<file path="src/rtl/ctl_i2c_pkg.sv">
package ctl_i2c_pkg;
  typedef enum logic [2:0] {
    ST_IDLE,
    ST_ADDR,
    ST_SUB,
    ST_WR,
    ST_ACK,
    ST_RD,
    ST_MACK
  } bus_st_t;
endpackage

</file>
<file path="src/rtl/ctl_i2c_line.sv">
module ctl_i2c_line (
  input  logic clk,
  input  logic rst_n,
  input  logic scl_i,
  input  logic sda_i,
  output logic scl_rise_o,
  output logic scl_fall_o,
  output logic start_o,
  output logic stop_o
);
  logic scl_q, sda_q;

  always_ff @(posedge clk or negedge rst_n) begin
    if (!rst_n) begin
      scl_q <= 1'b1;
      sda_q <= 1'b1;
    end else begin
      scl_q <= scl_i;
      sda_q <= sda_i;
    end
  end

  assign scl_rise_o = scl_i & ~scl_q;
  assign scl_fall_o = ~scl_i & scl_q;
  assign start_o    = scl_i & scl_q & sda_q & ~sda_i;
  assign stop_o     = scl_i & scl_q & ~sda_q & sda_i;
endmodule

</file>
<file path="src/rtl/ctl_i2c_bank.sv">
module ctl_i2c_bank #(
  parameter int NREG    = 16,
  parameter int DW      = 8,
  parameter int FQ_BASE = 12,
  parameter int FQ_LEN  = 4,
  localparam int AW     = $clog2(NREG)
) (
  input  logic                   clk,
  input  logic                   rst_n,
  input  logic                   we_i,
  input  logic [AW-1:0]          waddr_i,
  input  logic [DW-1:0]          wdata_i,
  output logic [NREG*DW-1:0]     regs_o,
  output logic [FQ_LEN*DW-1:0]   freq_o
);
  localparam int TOPI = FQ_BASE + FQ_LEN - 1;

  logic [DW-1:0]        mem [NREG];
  logic [FQ_LEN*DW-1:0] freq_q, freq_d;
  logic                 commit;

  for (genvar i = 0; i < NREG; i++) begin : g_reg
    always_ff @(posedge clk or negedge rst_n) begin
      if (!rst_n) begin
        mem[i] <= '0;
      end else if (we_i && waddr_i == AW'(i)) begin
        mem[i] <= wdata_i;
      end
    end
    assign regs_o[i*DW +: DW] = mem[i];
  end

  // shadow bytes are the lower frequency registers themselves
  assign commit = we_i && (waddr_i == AW'(TOPI));

  always_comb begin
    freq_d = freq_q;
    if (commit) begin
      for (int k = 0; k < FQ_LEN - 1; k++) begin
        freq_d[k*DW +: DW] = mem[FQ_BASE + k];
      end
      freq_d[(FQ_LEN-1)*DW +: DW] = wdata_i;
    end
  end

  always_ff @(posedge clk or negedge rst_n) begin
    if (!rst_n) begin
      freq_q <= '0;
    end else begin
      freq_q <= freq_d;
    end
  end

  assign freq_o = freq_q;

  AST_FREQ_COMMIT_ON_TOP: assert property (@(posedge clk) disable iff (!rst_n)
    (freq_q != $past(freq_q)) |-> $past(we_i && waddr_i == AW'(TOPI)));
endmodule

</file>
<file path="src/rtl/ctl_i2c_regs.sv">
module ctl_i2c_regs
  import ctl_i2c_pkg::*;
#(
  parameter int NREG          = 16,
  parameter int DW            = 8,
  parameter int FQ_BASE       = 12,
  parameter int FQ_LEN        = 4,
  parameter logic [5:0] DEV_HI = 6'b010101
) (
  input  logic                 clk,
  input  logic                 rst_n,
  input  logic                 scl_i,
  input  logic                 sda_i,
  input  logic                 strap_i,
  output logic                 sda_oe_o,
  output logic [NREG*DW-1:0]   regs_o,
  output logic [FQ_LEN*DW-1:0] freq_o
);
  localparam int AW = $clog2(NREG);
  localparam int PW = AW + 1;

  logic scl_rise, scl_fall, start_c, stop_c;

  bus_st_t       state, n_state, after, n_after;
  logic [3:0]    cnt, n_cnt;
  logic [DW-1:0] sh, n_sh;
  logic [PW-1:0] ptr, n_ptr, ptr_inc;
  logic          mack, n_mack;
  logic          we;
  logic [AW-1:0] rd_idx;
  logic [DW-1:0] rd_byte;
  logic [DW-1:0] view [NREG];

  ctl_i2c_line u_line (
    .clk(clk), .rst_n(rst_n), .scl_i(scl_i), .sda_i(sda_i),
    .scl_rise_o(scl_rise), .scl_fall_o(scl_fall),
    .start_o(start_c), .stop_o(stop_c)
  );

  ctl_i2c_bank #(.NREG(NREG), .DW(DW), .FQ_BASE(FQ_BASE), .FQ_LEN(FQ_LEN)) u_bank (
    .clk(clk), .rst_n(rst_n), .we_i(we), .waddr_i(ptr[AW-1:0]),
    .wdata_i(sh), .regs_o(regs_o), .freq_o(freq_o)
  );

  for (genvar i = 0; i < NREG; i++) begin : g_view
    assign view[i] = regs_o[i*DW +: DW];
  end

  // reads beyond the map stay on the highest register
  assign rd_idx  = (ptr >= PW'(NREG)) ? AW'(NREG - 1) : ptr[AW-1:0];
  assign rd_byte = view[rd_idx];
  assign ptr_inc = (ptr >= PW'(NREG)) ? ptr : ptr + 1'b1;

  always_comb begin
    n_state = state;
    n_after = after;
    n_cnt   = cnt;
    n_sh    = sh;
    n_ptr   = ptr;
    n_mack  = mack;
    we      = 1'b0;
    if (stop_c) begin
      n_state = ST_IDLE;
    end else if (start_c) begin
      n_state = ST_ADDR;
      n_cnt   = '0;
    end else begin
      unique case (state)
        ST_ADDR, ST_SUB, ST_WR: begin
          if (scl_rise) begin
            n_sh  = {sh[DW-2:0], sda_i};
            n_cnt = cnt + 1'b1;
          end else if (scl_fall && cnt == 4'(DW)) begin
            n_cnt   = '0;
            n_state = ST_IDLE;
            if (state == ST_ADDR) begin
              if (sh[7:1] == {DEV_HI, strap_i}) begin
                n_state = ST_ACK;
                n_after = sh[0] ? ST_RD : ST_SUB;
              end
            end else if (state == ST_SUB) begin
              if (sh < DW'(NREG)) begin
                n_ptr   = PW'(sh[AW-1:0]);
                n_state = ST_ACK;
                n_after = ST_WR;
              end
            end else begin
              if (ptr < PW'(NREG)) begin
                we      = 1'b1;
                n_ptr   = ptr_inc;
                n_state = ST_ACK;
                n_after = ST_WR;
              end
            end
          end
        end
        ST_ACK: begin
          if (scl_fall) begin
            n_state = after;
            n_cnt   = '0;
            if (after == ST_RD) begin
              n_sh  = rd_byte;
              n_ptr = ptr_inc;
            end
          end
        end
        ST_RD: begin
          if (scl_fall) begin
            if (cnt == 4'(DW - 1)) begin
              n_state = ST_MACK;
              n_cnt   = '0;
            end else begin
              n_sh  = {sh[DW-2:0], 1'b0};
              n_cnt = cnt + 1'b1;
            end
          end
        end
        ST_MACK: begin
          if (scl_rise) begin
            n_mack = ~sda_i;
          end else if (scl_fall) begin
            if (mack) begin
              n_state = ST_RD;
              n_sh    = rd_byte;
              n_ptr   = ptr_inc;
            end else begin
              n_state = ST_IDLE;
            end
          end
        end
        default: ;
      endcase
    end
  end

  always_ff @(posedge clk or negedge rst_n) begin
    if (!rst_n) begin
      state <= ST_IDLE;
      after <= ST_IDLE;
      cnt   <= '0;
      sh    <= '0;
      ptr   <= '0;
      mack  <= 1'b0;
    end else begin
      state <= n_state;
      after <= n_after;
      cnt   <= n_cnt;
      sh    <= n_sh;
      ptr   <= n_ptr;
      mack  <= n_mack;
    end
  end

  assign sda_oe_o = (state == ST_ACK) || (state == ST_RD && !sh[DW-1]);

  AST_DRIVE_MOVES_SCL_LOW: assert property (@(posedge clk) disable iff (!rst_n)
    (sda_oe_o != $past(sda_oe_o)) |-> !$past(scl_i));
  AST_STOP_TO_IDLE: assert property (@(posedge clk) disable iff (!rst_n)
    stop_c |=> state == ST_IDLE);
  AST_NO_ACK_PAST_TOP: assert property (@(posedge clk) disable iff (!rst_n)
    (state == ST_WR && ptr == PW'(NREG)) |-> !sda_oe_o);
  AST_PTR_BOUND: assert property (@(posedge clk) disable iff (!rst_n)
    ptr <= PW'(NREG));
  AST_START_TO_ADDR: assert property (@(posedge clk) disable iff (!rst_n)
    (start_c && !stop_c) |=> state == ST_ADDR);
endmodule

</file>
<file path="config.mk">
export PLATFORM = sky130hd
export DESIGN_NAME = ctl_i2c_regs
export DESIGN_NICKNAME = d
export VERILOG_FILES = /design/src/rtl/ctl_i2c_pkg.sv /design/src/rtl/ctl_i2c_line.sv /design/src/rtl/ctl_i2c_bank.sv /design/src/rtl/ctl_i2c_regs.sv
export SDC_FILE = /design/constraint.sdc
export NUM_CORES = 1
export LEC_CHECK = 0
export BUFFER_PORTS_ARGS = -buffer_cell sky130_fd_sc_hd__buf_2
export CELL_PAD_IN_SITES_DETAIL_PLACEMENT = 1
export CELL_PAD_IN_SITES_GLOBAL_PLACEMENT = 1
export CORE_ASPECT_RATIO = 0.9
export CORE_MARGIN = 10
export CORE_UTILIZATION = 41
export DETAILED_ROUTE_END_ITERATION = 16
export PLACE_DENSITY_LB_ADDON = 0.08
export SLEW_MARGIN = 20
export SYNTH_ARGS = -nofsm -noshare
export SYNTH_HDL_FRONTEND = slang
export SYNTH_SLANG_ARGS = --single-unit
export TNS_END_PERCENT = 20
</file>
<file path="constraint.sdc">
create_clock -name clk -period 2.4 [get_ports clk]
set_clock_uncertainty 0.1 [all_clocks]
set_input_delay 0.24 -clock clk [delete_from_list [all_inputs] [get_ports clk]]
set_output_delay 0.24 -clock clk [all_outputs]
set_load 0.02 [all_outputs]
</file>
# Word level (Yosys, flattened, before mapping)

Cells that the tools add are included.

Register bits after elaboration: 186
Input bits: 5

Add/sub/neg operators: 2
Order comparisons: 4
Equality and inequality tests: 50
Mux-type cells: 63
Bitwise logic cells: 15
Reductions and logical operators: 33

Operators with widths:

| cell                                                                 | number |
|---|---|
| 8-bit 2-to-1 mux                                                     | 10 |
| 3-bit 2-to-1 mux                                                     | 21 |
| 5-bit 2-to-1 mux                                                     | 12 |
| 4-bit == test, second input constant                                 | 9 |
| 8-bit binary-select mux with 4-bit select                            | 1 |
| 4-bit inequality test, second input constant                         | 8 |
| 8-bit case mux with 4 select lines                                   | 1 |
| 4-bit 2-to-1 mux                                                     | 7 |
| 2-bit inequality test, second input constant                         | 11 |
| 4-bit by 3-bit == test with 1-bit output, second input constant      | 5 |
| 1-bit logical AND                                                    | 18 |
| 8-bit AND reduction                                                  | 2 |
| 5-bit case mux with 3 select lines                                   | 1 |
| 13-bit AND reduction                                                 | 1 |
| 3-bit == test, second input constant                                 | 4 |
| 3-bit inequality test, second input constant                         | 4 |
| 3-bit case mux with 4 select lines                                   | 1 |
| 4-bit case mux with 3 select lines                                   | 1 |
| 11-bit AND reduction                                                 | 1 |
| 5-bit >= comparator, second input constant                           | 2 |
| 4-bit by 2-bit == test with 1-bit output, second input constant      | 2 |
| 8-bit by 5-bit < comparator with 1-bit output, second input constant | 1 |
| 1-bit 2-to-1 mux                                                     | 8 |
| 4-bit nonzero test                                                   | 2 |
| other kinds (20)                                                     | 34 |

# Logic depth before layout (Yosys ltp)

Gate-level depths: netlist of the first run.

Word-level depth: 10
Mapped depth: 10

# By module

A second synthesis of the first run with hierarchy kept.

Cell total of the unflattened synthesis: 674
Area, all modules: 8,589.5 um^2

Modules (own cells, without submodules):

| module       | instances | cells each | area an instance (um^2) | seq. area each (um^2) |
|---|---|---|---|---|
| ctl_i2c_bank | 1         | 353        | 5,800.6                 | 3,803.6 |
| ctl_i2c_regs | 1         | 315        | 2,703.8                 | 600.6 |
| ctl_i2c_line | 1         | 6          | 85.1                    | 52.6 |

# Worst setup path after synthesis of the first run

Ideal clock, no wire load.

Kind: register to register
Start point: register ptr[4]
End point: register sh[5]
Arrival time: 2,233 ps
Path slack: -15 ps
Stages on the path, launching flop included: 11
Path buffers: 3
Cell sequence: dfrtp_1 > clkbuf_1 > inv_1 > ha_1 > buf_4 > buf_4 > mux2i_1 > a32oi_1 > a21oi_1 > or4_1 > a31oi_1

Cells in the longest elaborated chain, start to end: 10

RTL lines:

| element                                                  | line                | text |
|---|---|---|
| start, declared                                          | ctl_i2c_regs.sv:27  | `logic [PW-1:0] ptr, n_ptr, ptr_inc;` |
| start signal, assigned                                   | ctl_i2c_regs.sv:149 | `ptr <= n_ptr;` |
| 5-bit >= comparator (*)                                  | ctl_i2c_regs.sv:50  | `assign rd_idx = (ptr >= PW'(NREG)) ? AW'(NREG - 1) : ptr[AW-1:0];` |
| 4-bit 2-to-1 mux (*)                                     | ctl_i2c_regs.sv:50  |  |
| 4-bit NOT with 5-bit output (implied by the code) (*)    | ctl_i2c_regs.sv:51  | `assign rd_byte = view[rd_idx];` |
| 8-bit binary-select mux with 4-bit select (*)            | ctl_i2c_regs.sv:51  |  |
| 8-bit 2-to-1 mux (implied by the code) (*) (2 in series) | ctl_i2c_regs.sv:51  |  |
| 8-bit 2-to-1 mux                                         | ctl_i2c_regs.sv:122 | `if (mack) begin` |
| 8-bit 2-to-1 mux                                         | ctl_i2c_regs.sv:121 | `end else if (scl_fall) begin` |
| 8-bit 2-to-1 mux                                         | ctl_i2c_regs.sv:119 | `if (scl_rise) begin` |
| 8-bit case mux with 4 select lines (*)                   | ctl_i2c_regs.sv:68  | `unique case (state)` |
| end signal, assigned                                     | ctl_i2c_regs.sv:148 | `sh <= n_sh;` |
| end, declared                                            | ctl_i2c_regs.sv:26  | `logic [DW-1:0] sh, n_sh;` |

Every way passes the cells marked *; elsewhere a longest branch is shown, timed or not. The select of a mux whose other input is x is not followed.
A chain may end at the register's enable or synchronous reset.

# Worst setup path in the final report of the first run

Start point: register cnt[0]
End point: register u_bank.mem, in the netlist u_bank.regs_o[8]

Cells in the longest elaborated chain, start to end: 8

RTL lines:

| element                       | line                | text |
|---|---|---|
| start, declared               | ctl_i2c_regs.sv:25  | `logic [3:0] cnt, n_cnt;` |
| start signal, assigned        | ctl_i2c_regs.sv:147 | `cnt <= n_cnt;` |
| 4-bit == test                 | ctl_i2c_regs.sv:73  | `end else if (scl_fall && cnt == 4'(DW)) begin` |
| 1-bit logical AND             | ctl_i2c_regs.sv:73  |  |
| 1-bit 2-to-1 mux              | ctl_i2c_regs.sv:73  |  |
| 1-bit 2-to-1 mux              | ctl_i2c_regs.sv:70  | `if (scl_rise) begin` |
| 1-bit 2-to-1 mux              | ctl_i2c_regs.sv:68  |  |
| 1-bit 2-to-1 mux              | ctl_i2c_regs.sv:64  | `end else if (start_c) begin` |
| 1-bit 2-to-1 mux              | ctl_i2c_regs.sv:62  | `if (stop_c) begin` |
| 1-bit logical AND             | ctl_i2c_bank.sv:26  | `end else if (we_i && waddr_i == AW'(i)) begin` |
| end signal, assigned by index | ctl_i2c_bank.sv:27  | `mem[i] <= wdata_i;` |
| end, declared                 | ctl_i2c_bank.sv:18  | `logic [DW-1:0] mem [NREG];` |

Every way passes these cells.

==> impl_metrics.ini, run 1 <==
[worst_setup_path]
r2r-start = cnt[0]
crit_type = flop to flop
cp.arrival_ps = 2560
ff2ff_setup_slack_ps = 60
critPathLaunchType = flop
worstPathRequired_ps = 2620
startpoint = cnt[0]
cp-end-kind = flop
cp_max_fo = 8

[grt]
grt_usage_pct = 20.5
grt_overflow = 0
grtUsageMet2_pct = 34.1
use_met1_pct = 26.1
grt_pass1_vias = 7049
busiest_layer = met2
gr-usage-met3_pct = 4.86
grt_max_degree = 57
antenna_found_initial = 0
grt_pass1_wl_um = 43200

[cts]
cts-htree-levels = 4
tritoncts = yes
clk_pin_slew_ps = 80
numCtsBuffers = 17
root_buffer = clkbuf_16
clk_latency_ps = 430
cts.path.max_buffers = 2
cts.sink_count = 178

[power_and_ir_drop]
switching_share_pct = 37.2
power_leakage_nw = 5.56
p_clk_share_pct = 30.6
combPwrFrac_pct = 31.6
power_density_mw_per_mm2 = 821
irDropWorstVdd_v = 0.000437
p_int_w = 0.00565
switchingPower_w = 0.00334
seq_power_share_pct = 37.9

[timing]
finalSetupTns_ps = 0
finalSetupViolations = 0
slew_headroom_pct = 40.7
fin_ws_ps = 58.4
fmax_ghz = 0.427
slew_viol_final = 0
fin_crit_ps = 2340
rsz0062_at_grt = yes
final_hold_viol_count = 0
finalCritPeriodShare_pct = 97.6
worstMarginPinSlew_ps = 889

[layout]
regArea_mm2 = 0.00446
layout-drive-gt1-share_pct = 56.1
post-route-util_pct = 52.8
antenna_cells = 0
final_nets = 849
fill_cells = 2189
multi_input_area_mm2 = 0.00394
area_growth_pct = 26.8

[floorplan]
start_util_pct = 41.6
die_w_um = 173
coreArea_mm2 = 0.0208
rows = 50
die_h_um = 158
dieArea_mm2 = 0.0273
top_level_ports = 166

[logic_synthesis]
synth_seq_area_share_pct = 51.5
synth.distinct_cells = 64
synth_top_area_cell = dfrtp_1
async_flop_share_pct = 100
yosysWarningCount = 0
synth_common_cells = dfrtp_1, mux2_2, mux4_2
synth_area_leaders = dfrtp_1, mux2_2, mux4_2
synth_top_area_share_pct = 50.9
syn_avg_cell_area_um2 = 13.6
syn_inst = 637
syn-cell-area_mm2 = 0.00865
synth_edf_count = 0
synth_ff_type = dfrtp_1
yosysMostFrequentCell = dfrtp_1
ys_seq_elements = 178
synth_nets = 649

[job]
drv_cap = 0

[drt]
wl_per_cell_um = 24.5
ant_nets = 0
drtIter0Drc = 427
vias_per_cell = 5.56
drc = 0
wl_um = 27800
vias = 6320
drt_pass1_iterations = 5

[placement]
numPortBuffers = 165
dp_hpwl_um = 20300
post-place-ws_ps = -43.7
place.gp.congestion = 0.899

[status]
status = complete, no violations

[hold_path]
hold_class = input pin to async pin
## registers in the layout (all words and copies together), names as in the netlist
name / flops
u_line.scl_q: 1
sh: 8
after: 3
cnt: 4
u_bank.freq_o: 32
u_line.sda_q: 1
ptr: 5
state: 3
mack: 1
u_bank.regs_o: 120
## routing by layer
layer	vias up	wire, um
met2	208	13600
met1	3317	12000
met3	31	1680
li1	2762	-
met4	2	447
met5	-	41
## power groups by stage
stage	clock network (W)	registers, W	logic (W)
CTS	0.00281	0.00340	0.00283
floorplan	0	0.00327	0.00172
finish	0.00275	0.00341	0.00284
detailed placement	0	0.00344	0.00276
global route	0.00293	0.00343	0.00306
global placement	0	0.00344	0.00269
## critical path, stage by stage, from the launching register on
cell and delay, ps:
dfrtp_1 410, inv_2 80, ha_1 160, nand3b_1 170
nor4_4 300, nand2_1 270, nor3_4 240, buf_12 170
mux2_2 330
## cell families (layout without fill, tap and decap cells)
group | after synthesis | in the layout | share of synthesized area [%]
mux | 203 | 203 | 29.5
flops | 178 | 178 | 51.5
simple gates | 106 | 106 | 7.61
compound gates | 84 | 84 | 6.76
buf+inv | 57 | 270 | 3.37
fa+ha+maj | 7 | 7 | 1.01
xor+xnor | 2 | 2 | 0.203
## through the flow
stage	cell area [um2]	hold WS, ps	power (W)	cells
6_report	11000	251	0.00900	1136
5_1_grt	11000	298	0.00942	1136
4_1_cts	10900	268	0.00903	1136
3_5_place_dp	10300	162	0.00620	1101
3_3_place_gp	10300	149	0.00613	1101
2_1_floorplan	8650	-156	0.00500	637
## final timing paths
| kind | endpoint | depth (start not counted) |
|---|---|---|
| min | cnt[2] | 2 |
| min reg2reg | u_bank.freq_o[16] | 1 |
| max | u_bank.regs_o[8] | 8 |
| max reg2reg | u_bank.regs_o[8] | 8 |
| min in group clk | u_bank.freq_o[16] | 1 |
| max in group asynchronous | ptr[1] | 3 |
## cells in the final DEF (no fill, tap or decap), drive strengths merged, types with 10 or more instances in the layout
cell type  netlist  routed
mux2i           21      21
dfrtp          176     176
mux4            26      26
nand2           22      22
inv              9      17
a21oi           15      15
nand3           10      10
mux2           156     156
o21ai           17      17
nor2            25      25
buf             26     226
clkbuf          22      18
## timing repair
action,4_1_cts,5_1_grt
hold buffers,3,0
buffers inserted,0,0
gates cloned,0,0
pin swaps,1,0
setup endpoints to repair,129,116
gates resized for setup,4,8
hold endpoints to repair,54,0
## final cells by class
type,count,area share (%)
flip-flops and latches,178,40.7
inverters,9,0.308
multi-input cells,402,35.9
repair buffers,229,14.6
clock buffers,18,4.01
clock inverters,14,1.28
well taps,286,3.26
(Power assumes the default switching activity.)
==> run 2, diff against run 1 <==
Settings changed: BUFFER_PORTS_ARGS -buffer_cell sky130_fd_sc_hd__buf_2 to not set, CORE_MARGIN 10 to 3, CORE_UTILIZATION 41 to 47, DONT_BUFFER_PORTS set to 1.
==> run 2 against run 1 <==
The run now ends with negative hold slack left. Core utilization grew 3.8 points. Sequential share of layout area grew 3.5 points. Combinational power shrank 4%. Worst hold slack worse by 860 ps. Clock-buffer cell count stayed put. Setup slack better by 44 ps. Routed wire length decreased by 6.6%. Non-clock buffer count down 166. Register-to-register slack improved by 40 ps. Die area down 27%. Critical endpoint is now u_bank.freq_o[7]. Largest power group unchanged. Highest routed layer is now met4.
==> impl_metrics.ini, run 2 (synthesis results as in run 1) <==
[drt]
wl_um = 26000
wl_per_cell_um = 28.1
wl_met2_um = 12100
top_layer = met4
vias = 5733
met3_length_um = 2200
wl_met1_um = 11300
drc = 0
vias_per_cell = 6.20
ant_nets = 0
drt_pass1_iterations = 4
drtIter0Drc = 376

[cts]
cts-htree-levels = 4
root_buffer = clkbuf_16
cts.path.max_buffers = 2
clk_latency_ps = 430
clk_pin_slew_ps = 80
holdBufCountCts = 2
post_cts_buffers = 0
cts.sink_count = 178
tritoncts = yes
numCtsBuffers = 17

[placement]
dpl.cell_count = 889
numPortBuffers = 0
place.gp.congestion = 0.882
dp_hpwl_um = 18300

[layout]
area_growth_pct = 16.8
antenna_cells = 0
fill_cells = 1709
stdcell_count = 924
layout-drive-gt1-share_pct = 46.8
final_cell_mix = dfrtp_1, mux2_2, buf_4, mux4_2, mux2i_1
largest_reg_flops = 120
final_nets = 683
final_common_cell = dfrtp_1

[floorplan]
start_util_pct = 48.5
die_h_um = 135
die_w_um = 149
rows = 46
dieArea_mm2 = 0.0201
top_level_ports = 166
coreArea_mm2 = 0.0178

[timing]
fmax_ghz = 0.435
finalCritPeriodShare_pct = 95.7
worstMarginPinSlew_ps = 864
fin_crit_ps = 2300
slew_headroom_pct = 42.4
slew_viol_final = 0
whs_ps = -607
final_hold_viol_count = 178
finalSetupViolations = 0
rsz0062_at_grt = no

[worst_setup_path]
path_cells = nand3b_1 > nor4_4 > nand2_1 > buf_4 > nor2_4 > clkbuf_16 > mux2_2
crit_cells = 7
cpPeakStageDelay_ps = 480
cp_max_fo = 16
cp_top_family = simple AND/OR/NAND/NOR gates
cp_num_buf_inv = 2
worstPathRequired_ps = 2620
cp_slowest_cell = dfrtp_2
cp.arrival_ps = 2520
cp-end-kind = flop
crit_type = flop to flop
rr_worst_depth = 7
critPathLaunchType = flop

[status]
violations = negative hold slack
status = complete, but fails checks

[grt]
grt_pass1_wl_um = 39900
grt_overflow = 0
grt_usage_pct = 26.3
antenna_found_initial = 0
grt_max_degree = 179
grt_pass1_vias = 6271

[job]
drv_cap = 0

[hold_path]
hold_class = input pin to async pin

[power_and_ir_drop]
power_leakage_nw = 4.65
power_density_mw_per_mm2 = 889
irDropWorstVdd_v = 0.000503
[run 2: cell types whose count changed in the layout (fill, tap and decap cells not counted), moves of 2 or more]
cell     before  now
nand2_1      21   19
dfrtp_2       1    3
buf_2       164    0
dfrtp_1     175  173
buf_6         2    0
buf_4        38   41
buf_12       22   19
[run 2: layout make-up]
class                   count  area [um2]  share of cell area [%]
multi-input cells         402        3980                    39.4
clock inverters            14         159                    1.57
repair buffers             63         733                    7.26
well taps                 240         300                    2.97
clock buffers              18         439                    4.35
inverters                   9        33.8                   0.334
flip-flops and latches    178        4460                    44.2
[run 2: worst register-to-register path, stage by stage, from the launching register on]
cell,delay (ps)
dfrtp_2,480
nand3b_1,200
nor4_4,360
nand2_1,110
buf_4,180
nor2_4,180
clkbuf_16,230
mux2_2,360
[run 2: what timing repair did]
item	4_1_cts	5_1_grt
setup endpoints to repair	22	158
cloned	0	1
resized for setup	2	18
pin swaps	3	3
endpoints found under the hold margin	183	178
[run 2: where the power goes]
| group | total, W | internal [W] | leakage (nW) | switching (W) |
|---|---|---|---|---|
| sequential | 0.00342 | 0.00314 | 2.46 | 0.000284 |
| clock | 0.00283 | 0.00152 | 0.294 | 0.00132 |
| combinational | 0.00273 | 0.00111 | 1.90 | 0.00162 |
| total | 0.00898 | 0.00576 | 4.65 | 0.00322 |
[run 2: worst paths after layout]
kind | startpoint | endpoint | slack [ps]
worst max-delay path | state[0] | u_bank.freq_o[7] | 100
worst min-delay path | rst_n | mack | -610
worst max register to register | state[0] | u_bank.freq_o[7] | 100
worst min register to register | after[2] | after[2] | 480
max in group asynchronous | rst_n | u_line.scl_q | 2420
min in group clk | sda_i | cnt[3] | 40
[run 2: through the flow]
stage | TNS [ps] | total power [W] | utilization, % | setup WS (ps) | area, um2
2_1_floorplan | 0 | 0.00500 | - | 77.0 | 8650
3_3_place_gp | 0 | 0.00602 | 52.6 | 27.2 | 9380
3_5_place_dp | -269 | 0.00609 | 52.6 | -35.3 | 9380
4_1_cts | 0 | 0.00896 | 56.1 | 3.26 | 10000
5_1_grt | 0 | 0.00942 | 56.6 | 7.42 | 10100
6_report | 0 | 0.00898 | 56.6 | 102 | 10100
[run 2: layer usage]
| metal | up-vias | global-route usage [%] |
|---|---|---|
| li1 | 2434 | - |
| met1 | 3077 | 35.7 |
| met2 | 195 | 40.6 |
| met3 | 27 | 9.33 |
| met4 | 0 | 6.76 |
| met5 | - | 0 |
==> run 3, diff against run 2 <==
Settings changed: CORE_UTILIZATION 47 to 56, GPL_TIMING_DRIVEN set to 0.
Clock period 2.4 ns to 2.7 ns, I/O delays scaled along.
==> run 3 against run 2 <==
The flow still finishes with violations (negative hold slack). Highest routed layer unchanged. Sequential power is 15% lower. Via count is 2.4% higher. Setup slack worse by 36 ps.
==> impl_metrics.ini, run 3 (synthesis results as in run 1) <==
[floorplan]
top_level_ports = 166
start_util_pct = 57.9
coreArea_mm2 = 0.0149
rows = 42
dieArea_mm2 = 0.0170
die_w_um = 137
die_h_um = 124

[cts]
root_buffer = clkbuf_16
tritoncts = yes
numCtsBuffers = 17
clk_latency_ps = 450
clk_pin_slew_ps = 80
cts-htree-levels = 4
cts.sink_count = 178
cts.path.max_buffers = 2
holdBufCountCts = 2

[timing]
rsz0062_at_grt = yes
worstMarginPinSlew_ps = 889
fmax_ghz = 0.380
final_hold_viol_count = 178
slew_viol_final = 0
finalCritPeriodShare_pct = 97.6
fin_ws_ps = 65.9
whs_ps = -581
finalSetupTns_ps = 0
fin_crit_ps = 2630
slew_headroom_pct = 40.6
finalSetupViolations = 0

[grt]
grt_max_degree = 179
grt_overflow = 0
grt_pass1_wl_um = 39700
grt_usage_pct = 32.1
grt_pass1_vias = 6366
antenna_found_initial = 0

[layout]
final_cell_mix = dfrtp_1, mux2_2, mux4_2
final_common_cell = dfrtp_1
post-route-util_pct = 65.8
antenna_cells = 0
final_nets = 679
layout-drive-gt1-share_pct = 41.8
largest_reg_flops = 120
area_growth_pct = 13.6

[power_and_ir_drop]
total_power_w = 0.00805
power_leakage_nw = 4.52
power_density_mw_per_mm2 = 819
irDropWorstVdd_v = 0.000542

[worst_setup_path]
critPathLaunchType = flop
cp_top_family = compound AO/OA/AOI/OAI gates
cpPeakStageDelay_ps = 550
cp.arrival_ps = 2840
cp-end-kind = flop
crit_type = flop to flop
path_cells = buf_4 > inv_1 > ha_4 > buf_12 > mux4_2 > a221oi_1 > o311ai_0 > o21a_1
cp_slowest_cell = mux4_2
worstPathRequired_ps = 2910
cp_num_buf_inv = 3
cp_max_fo = 10

[status]
violations = negative hold slack
status = complete, but fails checks

[placement]
dp_hpwl_um = 18600
place.gp.congestion = 0.906
numPortBuffers = 0
post-place-ws_ps = -325

[hold_path]
hold_class = input pin to async pin

[job]
drv_cap = 0

[drt]
drt_pass1_iterations = 4
vias = 5872
drc = 0
ant_nets = 0
vias_per_cell = 6.69
wl_per_cell_um = 31.8
drtIter0Drc = 564
wl_um = 27900
-- run 3: cell count changes in the layout (fill, tap and decap cells not counted), sizes merged --
cell,change
buf,-24
inv,-3
clkbuf,+22
bufinv,+1
-- run 3: metal layers --
metal | GRT usage [%] | routed length [um]
met1 | 40.3 | 11200
met3 | 11.2 | 2220
met4 | 12.3 | 680
met2 | 51.7 | 13900
met5 | 0 | 0
-- run 3: layout make-up --
| class | instances | area (um2) |
|---|---|---|
| repair buffers | 11 | 175 |
| plain buffers | 48 | 303 |
| flip-flops and latches | 178 | 4460 |
| inverters | 9 | 33.8 |
| clock buffers | 20 | 467 |
| multi-input cells | 402 | 3980 |
| well taps | 198 | 248 |
| fillers | 1376 | 5100 |
| clock inverters | 12 | 161 |
-- run 3: stage by stage --
stage	instance area, um2	instances	hold slack, ps
3_3_place_gp	8900	835	-120
2_1_floorplan	8650	637	-126
3_5_place_dp	8900	835	-122
4_1_cts	9570	869	-599
5_1_grt	9830	878	-608
6_report	9830	878	-581
-- run 3: where the power goes --
part / switching [W] / internal [W] / total, W
registers: 0.000115 / 0.00279 / 0.00290
clock network: 0.00119 / 0.00148 / 0.00267
logic: 0.00167 / 0.000799 / 0.00247
-- run 3: worst paths after layout --
kind,startpoint,depth (start not counted),slack [ps],to
setup / recovery,ptr[4],8,70,sh[6]
hold / removal,rst_n,0,-580,u_bank.regs_o[21]
setup reg to reg,ptr[4],8,70,sh[6]
hold reg to reg,after[2],2,440,after[2]
max in group asynchronous,rst_n,0,2730,sh[6]
min in group clk,sda_i,3,40,cnt[1]
-- run 3: repair_timing --
action                                 in CTS  in global routing
buffers inserted                            0                  9
endpoints found under the hold margin     182                178
gates resized for setup                     9                 23
setup endpoints to repair                  69                156
pin swaps                                   0                 11
-- run 3: worst register-to-register path, cell delays in order, from the launching register on --
cell and delay (ps):
dfrtp_2 460, buf_4 200, inv_1 100, ha_4 170, buf_12 160, mux4_2 550, a221oi_1 370, o311ai_0 210
o21a_1 190
